$ cat src/rtl/bwc_pkg.sv
package bwc_pkg;

    typedef enum logic [2:0] {
        AK_ROM      = 3'd0,
        AK_RAM      = 3'd1,
        AK_PERIPH   = 3'd2,
        AK_MUXIO    = 3'd3,
        AK_EXT      = 3'd4,
        AK_EXTLONG  = 3'd5,
        AK_DRAM     = 3'd6,
        AK_RSVD     = 3'd7
    } area_kind_e;

    typedef enum logic [1:0] {
        ST_IDLE = 2'd0,
        ST_RUN  = 2'd1,
        ST_LAST = 2'd2
    } cyc_state_e;

endpackage

$ cat src/rtl/bwc_count_calc.sv
module bwc_count_calc
    import bwc_pkg::*;
#(
    parameter int NUM_AREAS = 8,
    parameter int AREA_W    = 3,
    parameter int LW_W      = 2,
    parameter int CNT_W     = 3
) (
    input  logic [2:0]           kind,
    input  logic [AREA_W-1:0]    area,
    input  logic                 is_write,
    input  logic [NUM_AREAS-1:0] wait_bits,
    input  logic                 write_wait,
    input  logic [LW_W-1:0]      long_wait,
    output logic [CNT_W-1:0]     base_cnt,
    output logic                 wait_en
);

    logic       area_bit;
    logic       pitch_long;
    logic [CNT_W-1:0] long_cnt;
    area_kind_e k;

    always_comb begin
        k          = area_kind_e'(kind);
        area_bit   = (int'(area) < NUM_AREAS) ? wait_bits[area] : 1'b0;
        pitch_long = is_write ? write_wait : area_bit;
        // one base state plus (field + 1) long-wait states
        long_cnt   = CNT_W'(long_wait) + CNT_W'(2);
    end

    always_comb begin
        base_cnt = CNT_W'(1);
        wait_en  = 1'b0;
        unique case (k)
            AK_ROM, AK_RAM: begin
                base_cnt = CNT_W'(1);
                wait_en  = 1'b0;
            end
            AK_PERIPH: begin
                base_cnt = CNT_W'(3);
                wait_en  = 1'b0;
            end
            AK_MUXIO: begin
                base_cnt = CNT_W'(4);
                wait_en  = 1'b1;
            end
            AK_EXT: begin
                if (is_write || area_bit) begin
                    base_cnt = CNT_W'(2);
                    wait_en  = 1'b1;
                end else begin
                    base_cnt = CNT_W'(1);
                    wait_en  = 1'b0;
                end
            end
            AK_EXTLONG: begin
                base_cnt = long_cnt;
                wait_en  = is_write || area_bit;
            end
            AK_DRAM: begin
                base_cnt = pitch_long ? CNT_W'(2) : CNT_W'(1);
                wait_en  = pitch_long;
            end
            AK_RSVD: begin
                base_cnt = CNT_W'(1);
                wait_en  = 1'b0;
            end
            default: begin
                base_cnt = CNT_W'(1);
                wait_en  = 1'b0;
            end
        endcase
    end

    // a WAIT-extendable access always has a state before its final one
    always_comb begin
        p_waitable_min_r10: assert (!wait_en || base_cnt >= CNT_W'(2))
            else $error("waitable access shorter than two states");
    end

endmodule

$ cat src/rtl/bwc_seq.sv
module bwc_seq
    import bwc_pkg::*;
#(
    parameter int CNT_W = 3
) (
    input  logic             clk,
    input  logic             rst_n,
    input  logic             req_valid,
    input  logic [CNT_W-1:0] base_cnt,
    input  logic             wait_en,
    input  logic             wait_in,
    output logic             cyc_active,
    output logic             cyc_done
);

    cyc_state_e       state, state_nxt;
    logic [CNT_W-1:0] rem, rem_nxt;
    logic             wen_q, wen_nxt;
    logic             extend;

    always_ff @(posedge clk) begin
        if (!rst_n) begin
            state <= ST_IDLE;
            rem   <= '0;
            wen_q <= 1'b0;
        end else begin
            state <= state_nxt;
            rem   <= rem_nxt;
            wen_q <= wen_nxt;
        end
    end

    always_comb begin
        state_nxt = state;
        rem_nxt   = rem;
        wen_nxt   = wen_q;
        extend    = (rem == CNT_W'(2)) && wen_q && wait_in;
        unique case (state)
            ST_IDLE: begin
                if (req_valid) begin
                    rem_nxt   = base_cnt;
                    wen_nxt   = wait_en;
                    state_nxt = (base_cnt == CNT_W'(1)) ? ST_LAST : ST_RUN;
                end
            end
            ST_RUN: begin
                if (!extend) begin
                    rem_nxt   = rem - CNT_W'(1);
                    state_nxt = (rem == CNT_W'(2)) ? ST_LAST : ST_RUN;
                end
            end
            ST_LAST: begin
                rem_nxt   = '0;
                state_nxt = ST_IDLE;
            end
            default: begin
                state_nxt = ST_IDLE;
            end
        endcase
    end

    always_comb begin
        cyc_active = (state != ST_IDLE);
        cyc_done   = (state == ST_LAST);
    end

    // done lasts one clock and closes the access
    p_done_single_r11: assert property (@(posedge clk) disable iff (!rst_n)
        cyc_done |=> !cyc_done);
    p_done_ends_r11: assert property (@(posedge clk) disable iff (!rst_n)
        cyc_done |=> !cyc_active);
    // an idle request always starts an access
    p_accept_r11: assert property (@(posedge clk) disable iff (!rst_n)
        (!cyc_active && req_valid) |=> cyc_active);
    // a high WAIT at the sample point holds the countdown
    p_wait_holds_r10: assert property (@(posedge clk) disable iff (!rst_n)
        (state == ST_RUN && rem == CNT_W'(2) && wen_q && wait_in)
            |=> (state == ST_RUN && rem == CNT_W'(2)));
    // WAIT is never honoured by an access that ignores it
    p_nowait_counts_r10: assert property (@(posedge clk) disable iff (!rst_n)
        (state == ST_RUN && !wen_q) |=> (rem == $past(rem) - CNT_W'(1)));

endmodule

$ cat src/rtl/bus_wait_ctrl.sv
module bus_wait_ctrl
    import bwc_pkg::*;
#(
    parameter int NUM_AREAS = 8,
    parameter int LW_W      = 2
) (
    input  logic                          clk,
    input  logic                          rst_n,
    input  logic                          req_valid,
    input  logic [$clog2(NUM_AREAS)-1:0]  req_area,
    input  logic [2:0]                    req_kind,
    input  logic                          req_write,
    input  logic [NUM_AREAS-1:0]          cfg_wait_bits,
    input  logic                          cfg_write_wait,
    input  logic [LW_W-1:0]               cfg_long_wait,
    input  logic                          wait_in,
    output logic                          cyc_active,
    output logic                          cyc_done
);

    localparam int AREA_W   = $clog2(NUM_AREAS);
    localparam int LW_MAX   = 1 << LW_W;
    localparam int MAX_BASE = 1 + LW_MAX;
    localparam int CNT_W    = $clog2(MAX_BASE + 1);

    logic [CNT_W-1:0] base_cnt;
    logic             wait_en;

    bwc_count_calc #(
        .NUM_AREAS (NUM_AREAS),
        .AREA_W    (AREA_W),
        .LW_W      (LW_W),
        .CNT_W     (CNT_W)
    ) u_calc (
        .kind       (req_kind),
        .area       (req_area),
        .is_write   (req_write),
        .wait_bits  (cfg_wait_bits),
        .write_wait (cfg_write_wait),
        .long_wait  (cfg_long_wait),
        .base_cnt   (base_cnt),
        .wait_en    (wait_en)
    );

    bwc_seq #(
        .CNT_W (CNT_W)
    ) u_seq (
        .clk        (clk),
        .rst_n      (rst_n),
        .req_valid  (req_valid),
        .base_cnt   (base_cnt),
        .wait_en    (wait_en),
        .wait_in    (wait_in),
        .cyc_active (cyc_active),
        .cyc_done   (cyc_done)
    );

endmodule

$ cat config.mk
export PLATFORM = sky130hd
export DESIGN_NAME = bus_wait_ctrl
export DESIGN_NICKNAME = d
export VERILOG_FILES = /design/src/rtl/bwc_pkg.sv /design/src/rtl/bwc_count_calc.sv /design/src/rtl/bwc_seq.sv /design/src/rtl/bus_wait_ctrl.sv
export SDC_FILE = /design/constraint.sdc
export NUM_CORES = 1
export LEC_CHECK = 0
export ABC_AREA = 1
export ABC_CLOCK_PERIOD_IN_PS = 5000
export BUFFER_PORTS_ARGS = -buffer_cell sky130_fd_sc_hd__buf_2
export CORE_AREA = 2 2 39 41
export DETAILED_ROUTE_END_ITERATION = 7
export DIE_AREA = 0 0 41 43
export PLACE_DENSITY = 0.88
export SLEW_MARGIN = 20
export SYNTH_ARGS = -nofsm -noshare
export SYNTH_HDL_FRONTEND = slang
export SYNTH_SLANG_ARGS = --single-unit
$ cat constraint.sdc
create_clock -name clk -period 5 [get_ports clk]
set_clock_uncertainty 0.15 [all_clocks]
set_input_delay 0.25 -clock clk [delete_from_list [all_inputs] [get_ports clk]]
set_output_delay 0.25 -clock clk [all_outputs]
set_load 0.02 [all_outputs]
==> run metrics <==
outcome completed; max-capacitance violation count 0; final setup violation count 0; fill cell count 146; initial core utilization 45.1%; Worst Max-Slew Pin Slew 0.258 ns; area of the mapped netlist 624 µm²; number of nets with antenna violations after detailed routing 0; RSZ-0062 raised after global routing no; synthesis-to-finish area growth 25.3%; TritonCTS clock tree yes; total number of clock tree sinks 6; switching power summed over all nets 95.4 µW; port buffer count 23; largest net degree at the start of global routing 7; arrival time reported for the critical path endpoint 1.79 ns; # placed instances 141; number of nets in the synthesized netlist 130; crit path kind flip-flop to flip-flop; biggest fanout along the worst timing path 4; number of antenna violations at the first check in global routing 0; wire length of the first global-routing pass 2280 µm; cts-stage hold buffer count 0; Routability Congestion 0.766; class of the most critical hold timing path input port to flip-flop; Worst-Skew Late Latency 0.24 ns; CTS H-tree depth 1; y dimension of the die 43 µm; portion of total power attributed to combinational logic 50.3%; total power divided by cell area 291 nW/µm²; setup fix buffers added after clock tree synthesis 0; mean post-synth cell area 6.12 µm²; Seq/Total Area, Yosys 19.2%; delay of the slowest cell on the worst path 0.37 ns; Critical Path Source Type flip-flop; DRC Markers 0; global route overflow 0; via density per instance 5.06; kind of end point of the critical path flip-flop; routed length per placed instance 9.80 µm; setup TNS 0 ns; fraction of power spent switching nets 41.9%; area used by sequential logic in the layout 120 µm²; Yosys cell types 20; ratio of cells with drive above 1 in the final layout 28.1%; fmax 552 MHz; max_slew headroom 82.6%; post-route non-filler standard cell count 144; clock share of power 19.1%; number of global-route vias before repair 635; core region area 1380 µm²; Yosys warning total 0; total area of multi-input combinational cells 429 µm²; number of hold violations in the final report 0; Clock Pin Slew Worst Setup and Hold Paths 0.04 ns; CTS root buf clkbuf_4; via count 729; final routed wirelength across all metal layers 1410 µm; Worst path slowest cell dfxtp_1; first-pass iteration count of the detailed router 4; Flop pwr share 30.6%; Mapped Cells 102; worst path bufs/invs 3; final cycle utilization of the critical path 36.2%; design internal power 132 µW; final std cell area, no fill 782 µm²; nets@finish 158; clock buffers created by TritonCTS 3; # IOs 24; LEAKAGE 0.000424 µW; number of DRC markers in iteration 0 27; IR Drop Worst-Case VDD 0.136 mV; Post-DP HPWL 1230 µm; cells along the critical path inv_1, ha_1, inv_1, or2_2, o21ai_2, nor2_1, clkinv_1, a31oi_1, a21oi_1; Die Wd 41 µm; Bufs on Longest Clock Path 2; Yosys reg bits 6; number of cell rows 14; die outline area 1760 µm²; data required time of the critical path 4.98 ns; number of instances resized during post-cts repair 0; final cell utilization of the core 56.5%; family with the most delay on the worst path flip-flops; final worst path period need 1.81 ns; dpl cell area 759 µm²; Pins Over Slew Limit 0; diode insertion count for antenna repair 0; most numerous cell on the critical path inv_1; total global-route track usage 18.8%
-- per-layer routing --
metal,track usage [%],share of wire (%)
met4,6.00,1.2
met1,23.4,44
met5,0,0
met3,3.14,5.3
met2,31.3,50
-- flip-flops by register name, indices dropped and copies added (netlist names) --
| signal | cells |
|---|---|
| u_seq.rem | 3 |
| u_seq.wen_q | 1 |
| u_seq.state | 2 |
-- per-stage QoR --
step	hold slack (ns)	total power [µW]	worst slack, ns
global route	0.169	251	3.01
detailed placement	0.389	185	3.22
finish	0.160	228	3.19
CTS	0.151	230	3.21
global placement	0.376	179	3.34
floorplan	0.238	152	3.25
-- kinds of logic after synthesis --
group                      count (synthesis)  synth area share, %
DFF                                        6                 19.2
AOI/OAI and AO/OA                         21                 19.2
adders and majority gates                  6                 12.0
buffers and inverters                     20                 12.0
and+or+nand+nor                           49                 37.5
-- worst register-to-register path, cell delays in order (launching register included) --
cell and delay [ns]:
dfxtp_1 0.37, inv_1 0.08, ha_1 0.24, inv_1 0.08
or2_2 0.13, o21ai_2 0.07, nor2_1 0.19, clkinv_1 0.15
a31oi_1 0.17, a21oi_1 0.08
-- power by group through the flow --
stage | logic (µW) | registers [µW] | clock network (µW)
2_1_floorplan | 83.9 | 67.9 | 0
3_3_place_gp | 110 | 69.5 | 0
3_5_place_dp | 115 | 70.0 | 0
4_1_cts | 115 | 69.2 | 45.3
5_1_grt | 133 | 71.6 | 46.7
6_report | 115 | 69.7 | 43.5
-- worst paths after layout --
| kind | startpoint | endpoint | slack, ns | cells past startpoint |
|---|---|---|---|---|
| hold reg to reg | u_seq.rem[0] | u_seq.rem[0] | 0.41 | 2 |
| setup / recovery | u_seq.state[0] | u_seq.rem[0] | 3.19 | 9 |
| hold / removal | rst_n | u_seq.state[0] | 0.16 | 3 |
| setup reg to reg | u_seq.state[0] | u_seq.rem[0] | 3.19 | 9 |
-- synthesized netlist by cell type --
cell type	number	area share, %
nand2_1	24	14
inv_1	18	11
nand3_1	10	8.0
o21ai_0	8	6.4
a21oi_1	7	5.6
dfxtp_1	6	19
ha_1	6	12
nor2_1	5	3.0
nor2_2	3	3.0
a31oi_1	2	2.0
nand3_2	2	3.2
nand4_1	2	2.0
or2_2	2	2.0
a41oi_1	1	1.4
clkinv_1	1	0.60
inv_2	1	0.60
nand3b_2	1	1.8
o21ai_2	1	1.4
o221ai_1	1	1.4
o22ai_1	1	1.0
-- layout by cell type, fill, tap and decap left out, drive strengths merged --
master / count
nand3b: 1
o221ai: 1
inv: 19
a31oi: 2
clkbuf: 3
a41oi: 1
buf: 23
clkinv: 1
dfxtp: 6
o22ai: 1
nand3: 12
nor2: 8
nand4: 2
o21ai: 9
nand2: 24
ha: 6
or2: 2
a21oi: 7
-- cell type report --
class / count / area share (%)
timing repair buffer: 23 / 14.7
sequential: 6 / 15.4
inverter: 20 / 9.60
clock buffer: 3 / 2.88
tap: 16 / 2.56
multi-input combinational: 76 / 54.9
Note: power is estimated with default switching activity, not from simulation.
